<file path="config.mk">
export PLATFORM = sky130hd
export DESIGN_NAME = fp_mul_sp
export DESIGN_NICKNAME = d
export VERILOG_FILES = /design/src/rtl/fp_mul_sp.sv
export SDC_FILE = /design/constraint.sdc
export NUM_CORES = 1
export LEC_CHECK = 0
export CELL_PAD_IN_SITES_DETAIL_PLACEMENT = 1
export CELL_PAD_IN_SITES_GLOBAL_PLACEMENT = 2
export CORE_MARGIN = 2
export CORE_UTILIZATION = 33
export CTS_CLUSTER_SIZE = 12
export DETAILED_ROUTE_END_ITERATION = 10
export PLACE_DENSITY_LB_ADDON = 0.1
export SETUP_SLACK_MARGIN = 0.02
export SLEW_MARGIN = 20
export SYNTH_ARGS = -nofsm -noshare
export SYNTH_HDL_FRONTEND = slang
export SYNTH_SLANG_ARGS = --single-unit
</file>
<file path="constraint.sdc">
create_clock -name clk -period 4.6 [get_ports clk]
set_input_delay 0.46 -clock clk [delete_from_list [all_inputs] [get_ports clk]]
set_output_delay 0.46 -clock clk [all_outputs]
set_load 0.005 [all_outputs]
</file>
<file path="src/rtl/fp_mul_sp.sv">
module fp_mul_sp #(
  parameter int EW = 8,
  parameter int FW = 23
) (
  input  logic                clk,
  input  logic                rst_n,
  input  logic                start,
  input  logic [EW+FW:0]      opa,
  input  logic [EW+FW:0]      opb,
  input  logic [1:0]          rmode,
  output logic [EW+FW:0]      prod,
  output logic                done,
  output logic                ovf,
  output logic                unf
);
  localparam int W    = EW + FW + 1;
  localparam int SW   = FW + 1;
  localparam int PW   = 2 * SW;
  localparam int CW   = $clog2(SW + 1);
  localparam int BIAS = (1 << (EW - 1)) - 1;
  localparam int EMAX = (1 << EW) - 1;
  localparam logic [W-1:0] QNAN = {1'b0, {EW{1'b1}}, 1'b1, {(FW-1){1'b0}}};

  logic [W-1:0]  a_q, b_q;
  logic [1:0]    rm_q;
  logic          busy, fin;
  logic [CW-1:0] cnt;
  logic [PW-1:0] acc;

  wire [SW-1:0] mcand = {1'b1, a_q[FW-1:0]};
  wire [SW:0]   psum  = {1'b0, acc[PW-1:SW]} + (acc[0] ? {1'b0, mcand} : {(SW+1){1'b0}});

  always_ff @(posedge clk or negedge rst_n) begin
    if (!rst_n) begin
      a_q <= '0; b_q <= '0; rm_q <= '0;
      busy <= 1'b0; fin <= 1'b0; cnt <= '0; acc <= '0;
    end else if (start && !busy && !fin) begin
      a_q  <= opa;
      b_q  <= opb;
      rm_q <= rmode;
      busy <= 1'b1;
      cnt  <= '0;
      acc  <= {{SW{1'b0}}, 1'b1, opb[FW-1:0]};
    end else if (busy) begin
      acc <= {psum, acc[SW-1:1]};
      cnt <= cnt + 1'b1;
      if (cnt == CW'(SW - 1)) begin
        busy <= 1'b0;
        fin  <= 1'b1;
      end
    end else begin
      fin <= 1'b0;
    end
  end

  wire [EW-1:0] ea = a_q[W-2:FW];
  wire [EW-1:0] eb = b_q[W-2:FW];
  wire za = (ea == '0);
  wire zb = (eb == '0);
  wire ia = (ea == '1) && (a_q[FW-1:0] == '0);
  wire ib = (eb == '1) && (b_q[FW-1:0] == '0);
  wire na = (ea == '1) && (a_q[FW-1:0] != '0);
  wire nb = (eb == '1) && (b_q[FW-1:0] != '0);
  wire sgn = a_q[W-1] ^ b_q[W-1];

  wire          hi   = acc[PW-1];
  wire [FW-1:0] mant = hi ? acc[PW-2 -: FW] : acc[PW-3 -: FW];
  wire          rbit = hi ? acc[SW-1] : acc[SW-2];
  wire          sbit = hi ? |acc[SW-2:0] : |acc[SW-3:0];

  logic inc;
  always_comb begin
    case (rm_q)
      2'b00:   inc = rbit & (sbit | mant[0]);
      2'b01:   inc = 1'b0;
      2'b10:   inc = ~sgn & (rbit | sbit);
      default: inc = sgn & (rbit | sbit);
    endcase
  end

  wire [FW:0] rsum = {1'b0, mant} + {{FW{1'b0}}, inc};

  logic signed [EW+1:0] ex, ef;
  assign ex = $signed({2'b00, ea}) + $signed({2'b00, eb}) - $signed((EW+2)'(BIAS))
            + $signed({{(EW+1){1'b0}}, hi});
  assign ef = ex + $signed({{(EW+1){1'b0}}, rsum[FW]});

  logic [W-1:0] res;
  logic         res_o, res_u;
  always_comb begin
    res_o = 1'b0;
    res_u = 1'b0;
    if (na || nb || (ia && zb) || (za && ib))
      res = QNAN;
    else if (ia || ib)
      res = {sgn, {EW{1'b1}}, {FW{1'b0}}};
    else if (za || zb)
      res = {sgn, {(W-1){1'b0}}};
    else if (ex < $signed((EW+2)'(1))) begin
      res   = {sgn, {(W-1){1'b0}}};
      res_u = 1'b1;
    end else if (ef >= $signed((EW+2)'(EMAX))) begin
      res   = {sgn, {EW{1'b1}}, {FW{1'b0}}};
      res_o = 1'b1;
    end else
      res = {sgn, ef[EW-1:0], rsum[FW-1:0]};
  end

  always_ff @(posedge clk or negedge rst_n) begin
    if (!rst_n) begin
      prod <= '0; done <= 1'b0; ovf <= 1'b0; unf <= 1'b0;
    end else begin
      done <= fin;
      if (fin) begin
        prod <= res;
        ovf  <= res_o;
        unf  <= res_u;
      end
    end
  end

  assert_done_pulse_R10: assert property (@(posedge clk) disable iff (!rst_n)
    done |=> !done);
  assert_hold_R10: assert property (@(posedge clk) disable iff (!rst_n)
    !fin |=> $stable(prod) && $stable(ovf) && $stable(unf));
  assert_ignore_R11: assert property (@(posedge clk) disable iff (!rst_n)
    (busy || fin) |=> $stable(a_q) && $stable(b_q) && $stable(rm_q));
  assert_sign_R1: assert property (@(posedge clk) disable iff (!rst_n)
    (done && prod != QNAN) |-> prod[W-1] == (a_q[W-1] ^ b_q[W-1]));
  assert_no_overflow_R6: assert property (@(posedge clk) disable iff (!rst_n)
    (done && ovf) |-> prod[W-2:0] == {{EW{1'b1}}, {FW{1'b0}}} && !unf);
  assert_flush_R7: assert property (@(posedge clk) disable iff (!rst_n)
    (done && unf) |-> prod[W-2:0] == '0);
  assert_qnan_R8: assert property (@(posedge clk) disable iff (!rst_n)
    (done && prod == QNAN) |-> !ovf && !unf);
  assert_count_R10: assert property (@(posedge clk) disable iff (!rst_n)
    busy |-> cnt < CW'(SW) && !fin);
endmodule

</file>
==> out/qor.txt, run 1 <==
endpoint class of the critical path: register
CTS Sinks: 156
pwr dens: 830 mW/mm^2
Worst path slowest cell: dfrtp_1
Mapped Area: 0.00955 sq mm
synth warn: 0
Mapped Nets: 1,094
multi-input combinational cell area: 0.00528 sq mm
# fillers: 3,207
Max Freq: 227 MHz
DRT iter0 DRCs: 316
full die area: 0.0303 sq mm
Final Setup Violations: 0
Post-CTS Resized: 0
Synth Register Bits: 156
Worst slew margin: 43.8%
Die X: 174 microns
Via Count: 7,499
Global Route Usage Sum: 18.2%
clk_skew: 12.5 ps
most common cell type on the critical path: ha_1
hold_buf cts: 0
vias per cell: 5.11
RSZ-0062 raised after global routing: yes
Initial Utilization: 33.4%
overall power: 0.00967 W
ANT nets after route: 0
CTS Buf Count: 17
layout cell share with drive strength beyond 1: 14.4%
count of input and output buffers: 103
CP max FO: 22
Period minus WS final: 4400 ps
final setup margin: 201 ps
Final nets: 1,186
final WL: 26.9 mm
Synth area leader: dfrtp_1
core area: 0.0286 sq mm
Hold WC Path Type: in2async
max cap viols: 0
CP max stage delay: 410 ps
Reg clk slew, reported paths: 70 ps
sequential fraction of the synthesis area: 40.9%
worst vdd ir: 265 uV
Worst EP arrival: 4740 ps
pin count of the biggest net entering global routing: 85
number of setup buffers added after CTS: 0
CTS tree: done
syn avg cell area: 9.77 sq um
die height: 174 microns
cells along the critical path: nor4_2, nand4_1, o31ai_1, a21oi_1, ha_1, and3_1, nand3_1, nor4_4, and2_1, nand4b_1, nor3_1, ha_1, ha_1, a21oi_1, o221ai_1, a31o_2, a31o_4, o32ai_2
Tcrit/Tclk final: 95.6%
# IOs: 104
worst hold margin: 56.7 ps
first-pass GRT wire length: 43.3 mm
Leak Pwr: 5.06 nW
Hold Violations, Final: 0
RePlAce Congestion: 0.784
Setup CP Type: reg2reg
Async SR Flop Fraction: 100%
Area contributors post-synth: dfrtp_1, mux2_2, ha_1
DRC: 0
Unique masters post-synth: 82
Synth top cells by count: dfrtp_1, nand2_1, mux2_2, o21ai_0, nor2_1
WL/cell: 18.3 microns
outcome: finished clean
HPWL after DPL: 20.1 mm
cell row count: 62
main flop type after synthesis: dfrtp_1
Clock Tree Buf Depth: 2
critical path launch point type: register
vias in the first global route: 7,764
Worst Tran Pin Value: 840 ps
Syn-to-layout area delta: 22.0%
Antenna diodes: 0
setup tns final: 0 ps
number of enable flip-flop cells after synthesis: 0
drt first pass iters: 4
Worst Path Required: 4940 ps
grt ovf: 0
pins over their slew limit: 0
Post-Syn Instances: 978
clock root buffer: clkbuf_16
Core Util, Final: 40.7%
initial antenna violation count: 0
Place WS: 80.3 ps
most frequent cell after synthesis: dfrtp_1
H-tree Lvls: 4
share of Yosys cell area claimed by the top area cell type: 40.9%
Skew-Pair Late Insertion Delay: 440 ps
Storage cell area: 0.00391 sq mm
==> routing by layer <==
layer	routed length, microns	share of wire, %	vias to the layer above	GRT usage, %
met4	405	1.5	0	5.29
li1	-	-	3706	-
met3	510	1.9	20	2.36
met1	13400	50	3688	25.5
met5	0	0	-	0
met2	12600	47	85	29.3
==> state kept, by name (all words and copies together) (netlist names) <==
register and cells:
a_q 32, acc 48, b_q 32, busy 1, cnt 5, done 1
fin 1, ovf 1, prod 32, rm_q 2, unf 1
==> stage by stage <==
stage	area, sq um	std cells
floorplan	9550	978
global placement	11000	1435
detailed placement	11000	1435
CTS	11600	1467
global route	11600	1467
finish	11600	1467
==> path summary, 6_finish.rpt <==
kind / start / to / slack, ps / cells after the start
worst max register to register: acc[8]$_DFFE_PN0P_ / prod[17]$_DFFE_PN0P_ / 200 / 18
worst max-delay path: acc[8]$_DFFE_PN0P_ / prod[17]$_DFFE_PN0P_ / 200 / 18
worst min register to register: cnt[4]$_DFFE_PN0P_ / cnt[4]$_DFFE_PN0P_ / 490 / 1
worst min-delay path: rst_n / prod[28]$_DFFE_PN0P_ / 60 / 1
max in group asynchronous: rst_n / busy$_DFF_PN0_ / 3590 / 2
min in group clk: cnt[4]$_DFFE_PN0P_ / cnt[4]$_DFFE_PN0P_ / 490 / 1
==> placed cells by master, fill, tap and decap left out, drive strengths merged, types with 29 or more instances in the layout <==
master	count
o21ai	66
inv	57
nand2	101
ha	45
clkdlybuf4s50	102
mux2i	37
dfrtp	156
nor2	52
nand3	31
and2	30
a21oi	46
mux2	71
xnor2	29
==> cell type report <==
class,instances,share of cell area [%]
sequential,156,33.5
clock buffer,17,3.65
timing repair buffer,121,10.3
tap,384,4.12
clock inverter,15,1.48
inverter,48,1.55
multi-input combinational,726,45.3
==> critical path: cells and delay by family (launching register included) <==
| kind | cells | cell delay [ps] |
|---|---|---|
| AOI/OAI and AO/OA | 7 | 1630 |
| and+or+nand+nor | 8 | 1460 |
| adders and majority gates | 3 | 810 |
| DFF | 1 | 410 |
==> report_power, final <==
group	switching (W)	internal [W]
sequential	0.000705	0.00206
clock	0.000657	0.000819
combinational	0.00295	0.00249
==> kinds of logic after synthesis <==
group                      share of synthesized area [%]
xor gates and xnor gates                            5.23
buffers and inverters                               4.49
adders and majority gates                           6.31
DFF                                                 40.9
AOI/OAI and AO/OA                                   15.3
and+or+nand+nor                                     15.6
muxes                                               12.2
Power figures use the tool's default switching activity.
==> inputs of run 2 (changes only) <==
--- a/config.mk
+++ b/config.mk
@@ -13,6 +13,7 @@
 export DETAILED_ROUTE_END_ITERATION = 10
 export PLACE_DENSITY_LB_ADDON = 0.1
 export SETUP_SLACK_MARGIN = 0.02
+export SKIP_LAST_GASP = 1
 export SLEW_MARGIN = 20
 export SYNTH_ARGS = -nofsm -noshare
 export SYNTH_HDL_FRONTEND = slang
==> out/qor.txt, run 2 (synthesis results as in run 1) <==
Worst EP arrival: 4740 ps (about the same)
Syn-to-layout area delta: 22.0% (unchanged)
pins over their slew limit: 0 (unchanged)
final setup margin: 205 ps (was 201 ps)
CTS Buf Count: 17 (unchanged)
most common cell type on the critical path: ha_1 (unchanged)
max cap viols: 0 (unchanged)
die height: 174 microns (unchanged)
cell row count: 62 (unchanged)
CP max stage delay: 410 ps (about the same)
pin count of the biggest net entering global routing: 85 (unchanged)
Setup CP Type: reg2reg (unchanged)
Largest register FFs: 48 (unchanged)
Worst slew margin: 43.8% (about the same)
initial antenna violation count: 0 (unchanged)
Via Count: 7,499 (unchanged)
vias per cell: 5.11 (unchanged)
Antenna diodes: 0 (unchanged)
count of input and output buffers: 103 (unchanged)
first-pass GRT wire length: 43.3 mm (unchanged)
ANT nets after route: 0 (unchanged)
Final nets: 1,186 (unchanged)
met3 Resource Use GR: 2.36% (unchanged)
Leak Pwr: 5.06 nW (unchanged)
clock root buffer: clkbuf_16 (unchanged)
worst hold margin: 58.3 ps (was 56.7 ps)
HPWL after DPL: 20.1 mm (unchanged)
full die area: 0.0303 sq mm (unchanged)
Reg clk slew, reported paths: 70 ps (about the same)
hold_buf cts: 0 (unchanged)
DRT iter0 DRCs: 331 (was 316)
WL/cell: 18.3 microns (about the same)
met1 Use GR: 25.5% (unchanged)
vias in the first global route: 7,764 (unchanged)
largest register by flop count: acc (unchanged)
outcome: finished clean (unchanged)
layout cell share with drive strength beyond 1: 14.4% (unchanged)
grt ovf: 0 (unchanged)
gr busiest metal: met2 (unchanged)
endpoint class of the critical path: register (unchanged)
CP max FO: 22 (unchanged)
pwr dens: 830 mW/mm^2 (about the same)
RSZ-0062 raised after global routing: yes (unchanged)
Worst Path Required: 4940 ps (about the same)
Place WS: 80.3 ps (unchanged)
drt first pass iters: 4 (unchanged)
CTS tree: done (unchanged)
RePlAce Congestion: 0.784 (unchanged)
final WL: 26.9 mm (about the same)
Global Route Usage Sum: 18.2% (unchanged)
met2 Resource Use GR: 29.3% (unchanged)
most frequent cells in the layout: dfrtp_1, clkdlybuf4s50_1, nand2_1, mux2_2, o21ai_0 (unchanged)
Max Freq: 228 MHz (was 227 MHz)
Bufs and invs on worst path: 0 (unchanged)
Worst path slowest cell: dfrtp_1 (unchanged)
clk_skew: 11.4 ps (was 12.5 ps)
Hold WC Path Type: in2async (unchanged)
number of setup buffers added after CTS: 0 (unchanged)
Initial Utilization: 33.4% (unchanged)
most common cell after layout, fill and taps aside: dfrtp_1 (unchanged)
# IOs: 104 (unchanged)
Hold Violations, Final: 0 (unchanged)
H-tree Lvls: 4 (unchanged)
Tcrit/Tclk final: 95.5% (was 95.6%)
Worst Tran Pin Value: 840 ps (about the same)
Die X: 174 microns (unchanged)
CTS Sinks: 156 (unchanged)
core area: 0.0286 sq mm (unchanged)
cells along the critical path: nor4_2, nand4_1, o31ai_1, a21oi_1, ha_1, and3_1, nand3_1, nor4_4, and2_1, nand4b_1, nor3_1, ha_1, ha_1, a21oi_1, o221ai_1, a31o_2, a31o_4, o32ai_2 (unchanged)
Clock Tree Buf Depth: 2 (unchanged)
Period minus WS final: 4390 ps (was 4400 ps)
CP delay by family, top: compound AO/OA/AOI/OAI gates (unchanged)
worst vdd ir: 265 uV (about the same)
Skew-Pair Late Insertion Delay: 440 ps (about the same)
DRC: 0 (unchanged)
Final Setup Violations: 0 (unchanged)
critical path launch point type: register (unchanged)
[run 2: cell counts in the layout (fill, tap and decap cells not counted)]
No cell type changed its count.
[run 2: cell type report]
cell class | instances | area, sq um
tap | 384 | 480
multi-input combinational | 726 | 5280
clock inverter | 15 | 173
sequential | 156 | 3910
clock buffer | 17 | 425
inverter | 48 | 180
timing repair buffer | 121 | 1200
fill | 3207 | 17000
[run 2: path summary, 6_finish.rpt]
path,startpoint,end,slack (ps),depth (start not counted)
setup / recovery,acc[8]$_DFFE_PN0P_,prod[17]$_DFFE_PN0P_,210,18
hold / removal,rst_n,prod[28]$_DFFE_PN0P_,60,1
setup reg to reg,acc[8]$_DFFE_PN0P_,prod[17]$_DFFE_PN0P_,210,18
hold reg to reg,cnt[4]$_DFFE_PN0P_,cnt[4]$_DFFE_PN0P_,490,1
max in group asynchronous,rst_n,busy$_DFF_PN0_,3590,2
min in group clk,cnt[4]$_DFFE_PN0P_,cnt[4]$_DFFE_PN0P_,490,1
[run 2: routing by layer]
metal	wire length [microns]	part of all wire (%)	vias to the layer above
li1	-	-	3706
met1	13400	50	3688
met2	12600	47	85
met3	517	1.9	20
met4	405	1.5	0
met5	0	0	-
[run 2: where the power goes]
| part | internal (W) | switching [W] |
|---|---|---|
| sequential | 0.00206 | 0.000705 |
| combinational | 0.00249 | 0.00295 |
| clock | 0.000819 | 0.000656 |
[run 2: what timing repair did]
action                                  CTS  global route
endpoints found under the setup margin    0            32
hold endpoints to repair                  0             0
gates resized for setup                   0             7
[run 2: per-stage QoR]
step | area (sq um) | power [W] | TNS (ps) | util [%] | cells
final | 11600 | 0.00967 | 0 | 40.7 | 1467
after global routing | 11600 | 0.0106 | -85.2 | 40.7 | 1467
after CTS | 11600 | 0.00976 | 0 | 40.5 | 1467
after detailed placement | 11000 | 0.00823 | 0 | 38.4 | 1435
after global placement | 11000 | 0.00816 | 0 | 38.4 | 1435
after floorplan | 9550 | 0.00655 | 0 | - | 978
==> inputs of run 3 (changes only) <==
--- a/config.mk
+++ b/config.mk
@@ -8,9 +8,10 @@
 export CELL_PAD_IN_SITES_DETAIL_PLACEMENT = 1
 export CELL_PAD_IN_SITES_GLOBAL_PLACEMENT = 2
 export CORE_MARGIN = 2
-export CORE_UTILIZATION = 33
+export CORE_UTILIZATION = 37
 export CTS_CLUSTER_SIZE = 12
 export DETAILED_ROUTE_END_ITERATION = 10
+export DONT_BUFFER_PORTS = 1
 export PLACE_DENSITY_LB_ADDON = 0.1
 export SETUP_SLACK_MARGIN = 0.02
 export SKIP_LAST_GASP = 1
==> out/qor.txt, run 3 (synthesis results as in run 1) <==
outcome: finished, violations left (was finished clean)
violated checks: hold timing
cell row count: 58 (was 62)
Initial Utilization: 37.8% (was 33.4%)
Top Layer Used: met4 (unchanged)
Largest register FFs: 48 (unchanged)
Place WS: 57.2 ps (was 80.3 ps)
max cap viols: 0 (unchanged)
clk_skew: 12.0 ps (was 11.4 ps)
pwr dens: 884 mW/mm^2 (was 830 mW/mm^2)
CP max FO: 22 (unchanged)
RePlAce Congestion: 0.803 (was 0.784)
Worst Path Required: 4950 ps (was 4940 ps)
Worst path slowest cell: dfrtp_1 (unchanged)
most common cell after layout, fill and taps aside: dfrtp_1 (unchanged)
most frequent cells in the layout: dfrtp_1, nand2_1, mux2_2, o21ai_0, nor2_1 (was dfrtp_1, clkdlybuf4s50_1, nand2_1, mux2_2, o21ai_0)
DRC: 0 (unchanged)
setup tns final: 0 ps (unchanged)
Final nets: 1,086 (was 1,186)
clock root buffer: clkbuf_16 (unchanged)
Hold WC Path Type: in2async (unchanged)
Max Freq: 233 MHz (was 228 MHz)
vias per cell: 5.43 (was 5.11)
drt first pass iters: 4 (unchanged)
grt ovf: 0 (unchanged)
largest register by flop count: acc (unchanged)
# IOs: 104 (unchanged)
initial antenna violation count: 0 (unchanged)
Met2 Wirelength: 11.7 mm (was 12.6 mm)
Worst EP arrival: 4650 ps (was 4740 ps)
Tcrit/Tclk final: 93.4% (was 95.5%)
die height: 165 microns (was 174 microns)
Period minus WS final: 4300 ps (was 4390 ps)
Global Route Usage Sum: 19.8% (was 18.2%)
CTS tree: done (unchanged)
Placed Cells: 1,280 (was 1,435)
cells along the critical path: nor4_4, nand4_1, o32ai_1, a21oi_1, ha_1, and3_1, nand3_1, nor4_4, and2_4, nand4b_1, nor3_2, ha_1, ha_1, a21oi_1, o221ai_1, a31o_2, a31o_4, o32ai_2 (was nor4_2, nand4_1, o31ai_1, a21oi_1, ha_1, and3_1, nand3_1, nor4_4, and2_1, nand4b_1, nor3_1, ha_1, ha_1, a21oi_1, o221ai_1, a31o_2, a31o_4, o32ai_2)
worst vdd ir: 284 uV (was 265 uV)
pins over their slew limit: 0 (unchanged)
Reg clk slew, reported paths: 70 ps (about the same)
H-tree Lvls: 4 (unchanged)
Setup CP Type: reg2reg (unchanged)
core area: 0.0253 sq mm (was 0.0286 sq mm)
critical path launch point type: register (unchanged)
endpoint class of the critical path: register (unchanged)
Via Count: 7,140 (was 7,499)
vias in the first global route: 7,354 (was 7,764)
RSZ-0062 raised after global routing: no (was yes)
CTS Buf Count: 17 (unchanged)
full die area: 0.0271 sq mm (was 0.0303 sq mm)
most common cell type on the critical path: ha_1 (unchanged)
post-route insts no fill: 1,314 (was 1,467)
layout cell share with drive strength beyond 1: 16.5% (was 14.4%)
CTS Sinks: 156 (unchanged)
Skew-Pair Late Insertion Delay: 450 ps (was 440 ps)
Worst Tran Pin Value: 976 ps (was 840 ps)
Worst slew margin: 34.9% (was 43.8%)
met1 wire length: 12.8 mm (was 13.4 mm)
Hold Violations, Final: 5 (was 0)
HPWL after DPL: 18.9 mm (was 20.1 mm)
WL/cell: 19.7 microns (was 18.3 microns)
CP max stage delay: 430 ps (was 410 ps)
met3 WL: 1.21 mm (was 517 microns)
count of input and output buffers: 0 (was 103)
final setup margin: 305 ps (was 205 ps)
pin count of the biggest net entering global routing: 157 (was 85)
worst hold margin: -27.4 ps (was 58.3 ps)
Syn-to-layout area delta: 11.2% (was 22.0%)
Final Setup Violations: 0 (unchanged)
final WL: 25.9 mm (was 26.9 mm)
ANT nets after route: 0 (unchanged)
first-pass GRT wire length: 41.3 mm (was 43.3 mm)
Die X: 165 microns (was 174 microns)
Clock Tree Buf Depth: 2 (unchanged)
DRT iter0 DRCs: 298 (was 331)
Leak Pwr: 4.70 nW (was 5.06 nW)
run 3: layout make-up:
| type | instances | area (sq um) |
|---|---|---|
| Clock buffer | 17 | 425 |
| Tap cell | 330 | 413 |
| Inverter | 48 | 180 |
| Fill cell | 2864 | 14600 |
| Multi-Input combinational cell | 726 | 5300 |
| Clock inverter | 15 | 214 |
| Timing Repair Buffer | 21 | 181 |
| Antenna cell | 1 | 2.50 |
| Sequential cell | 156 | 3910 |
run 3: worst paths after layout:
check | start | endpoint | slack, ps | depth (start not counted)
hold reg to reg | cnt[4]$_DFFE_PN0P_ | cnt[4]$_DFFE_PN0P_ | 480 | 1
setup / recovery | acc[4]$_DFFE_PN0P_ | prod[17]$_DFFE_PN0P_ | 300 | 18
setup reg to reg | acc[4]$_DFFE_PN0P_ | prod[17]$_DFFE_PN0P_ | 300 | 18
max in group asynchronous | rst_n | acc[47]$_DFFE_PN0P_ | 3960 | 1
min in group clk | opa[30] | a_q[30]$_DFFE_PN0P_ | 140 | 2
hold / removal | rst_n | prod[29]$_DFFE_PN0P_ | -30 | 1
run 3: what timing repair did:
action,in CTS,in global routing
hold buffers,1,0
buffers inserted,0,0
endpoints found under the setup margin,0,32
hold endpoints to repair,156,0
gates resized for setup,0,13
run 3: stage by stage:
stage / utilization [%] / total power [W] / cell area (sq um)
2_1_floorplan: - / 0.00655 / 9550
3_3_place_gp: 39.1 / 0.00777 / 9880
3_5_place_dp: 39.1 / 0.00783 / 9880
4_1_cts: 41.8 / 0.00947 / 10500
5_1_grt: 42.0 / 0.0103 / 10600
6_report: 42.1 / 0.00939 / 10600
run 3: worst max-delay path: cells and delay by family (launching register included):
kind                     cells  cell delay (ps)
flip-flops                   1              430
AO/OA/AOI/OAI                7             1610
adder cells (fa/ha/maj)      3              790
AND/OR/NAND/NOR              8             1390
run 3: layer usage:
layer  GRT usage, %  vias to the layer above
li1               -                     3492
met1           28.2                     3526
met4           4.35                        0
met3           4.37                       18
met2           30.8                      104
met5              0                        -
run 3: power breakdown:
part / switching [W] / total [W] / internal, W
clock network: 0.000702 / 0.00154 / 0.000840
logic: 0.00285 / 0.00508 / 0.00222
registers: 0.000711 / 0.00277 / 0.00206
total: 0.00427 / 0.00939 / 0.00513
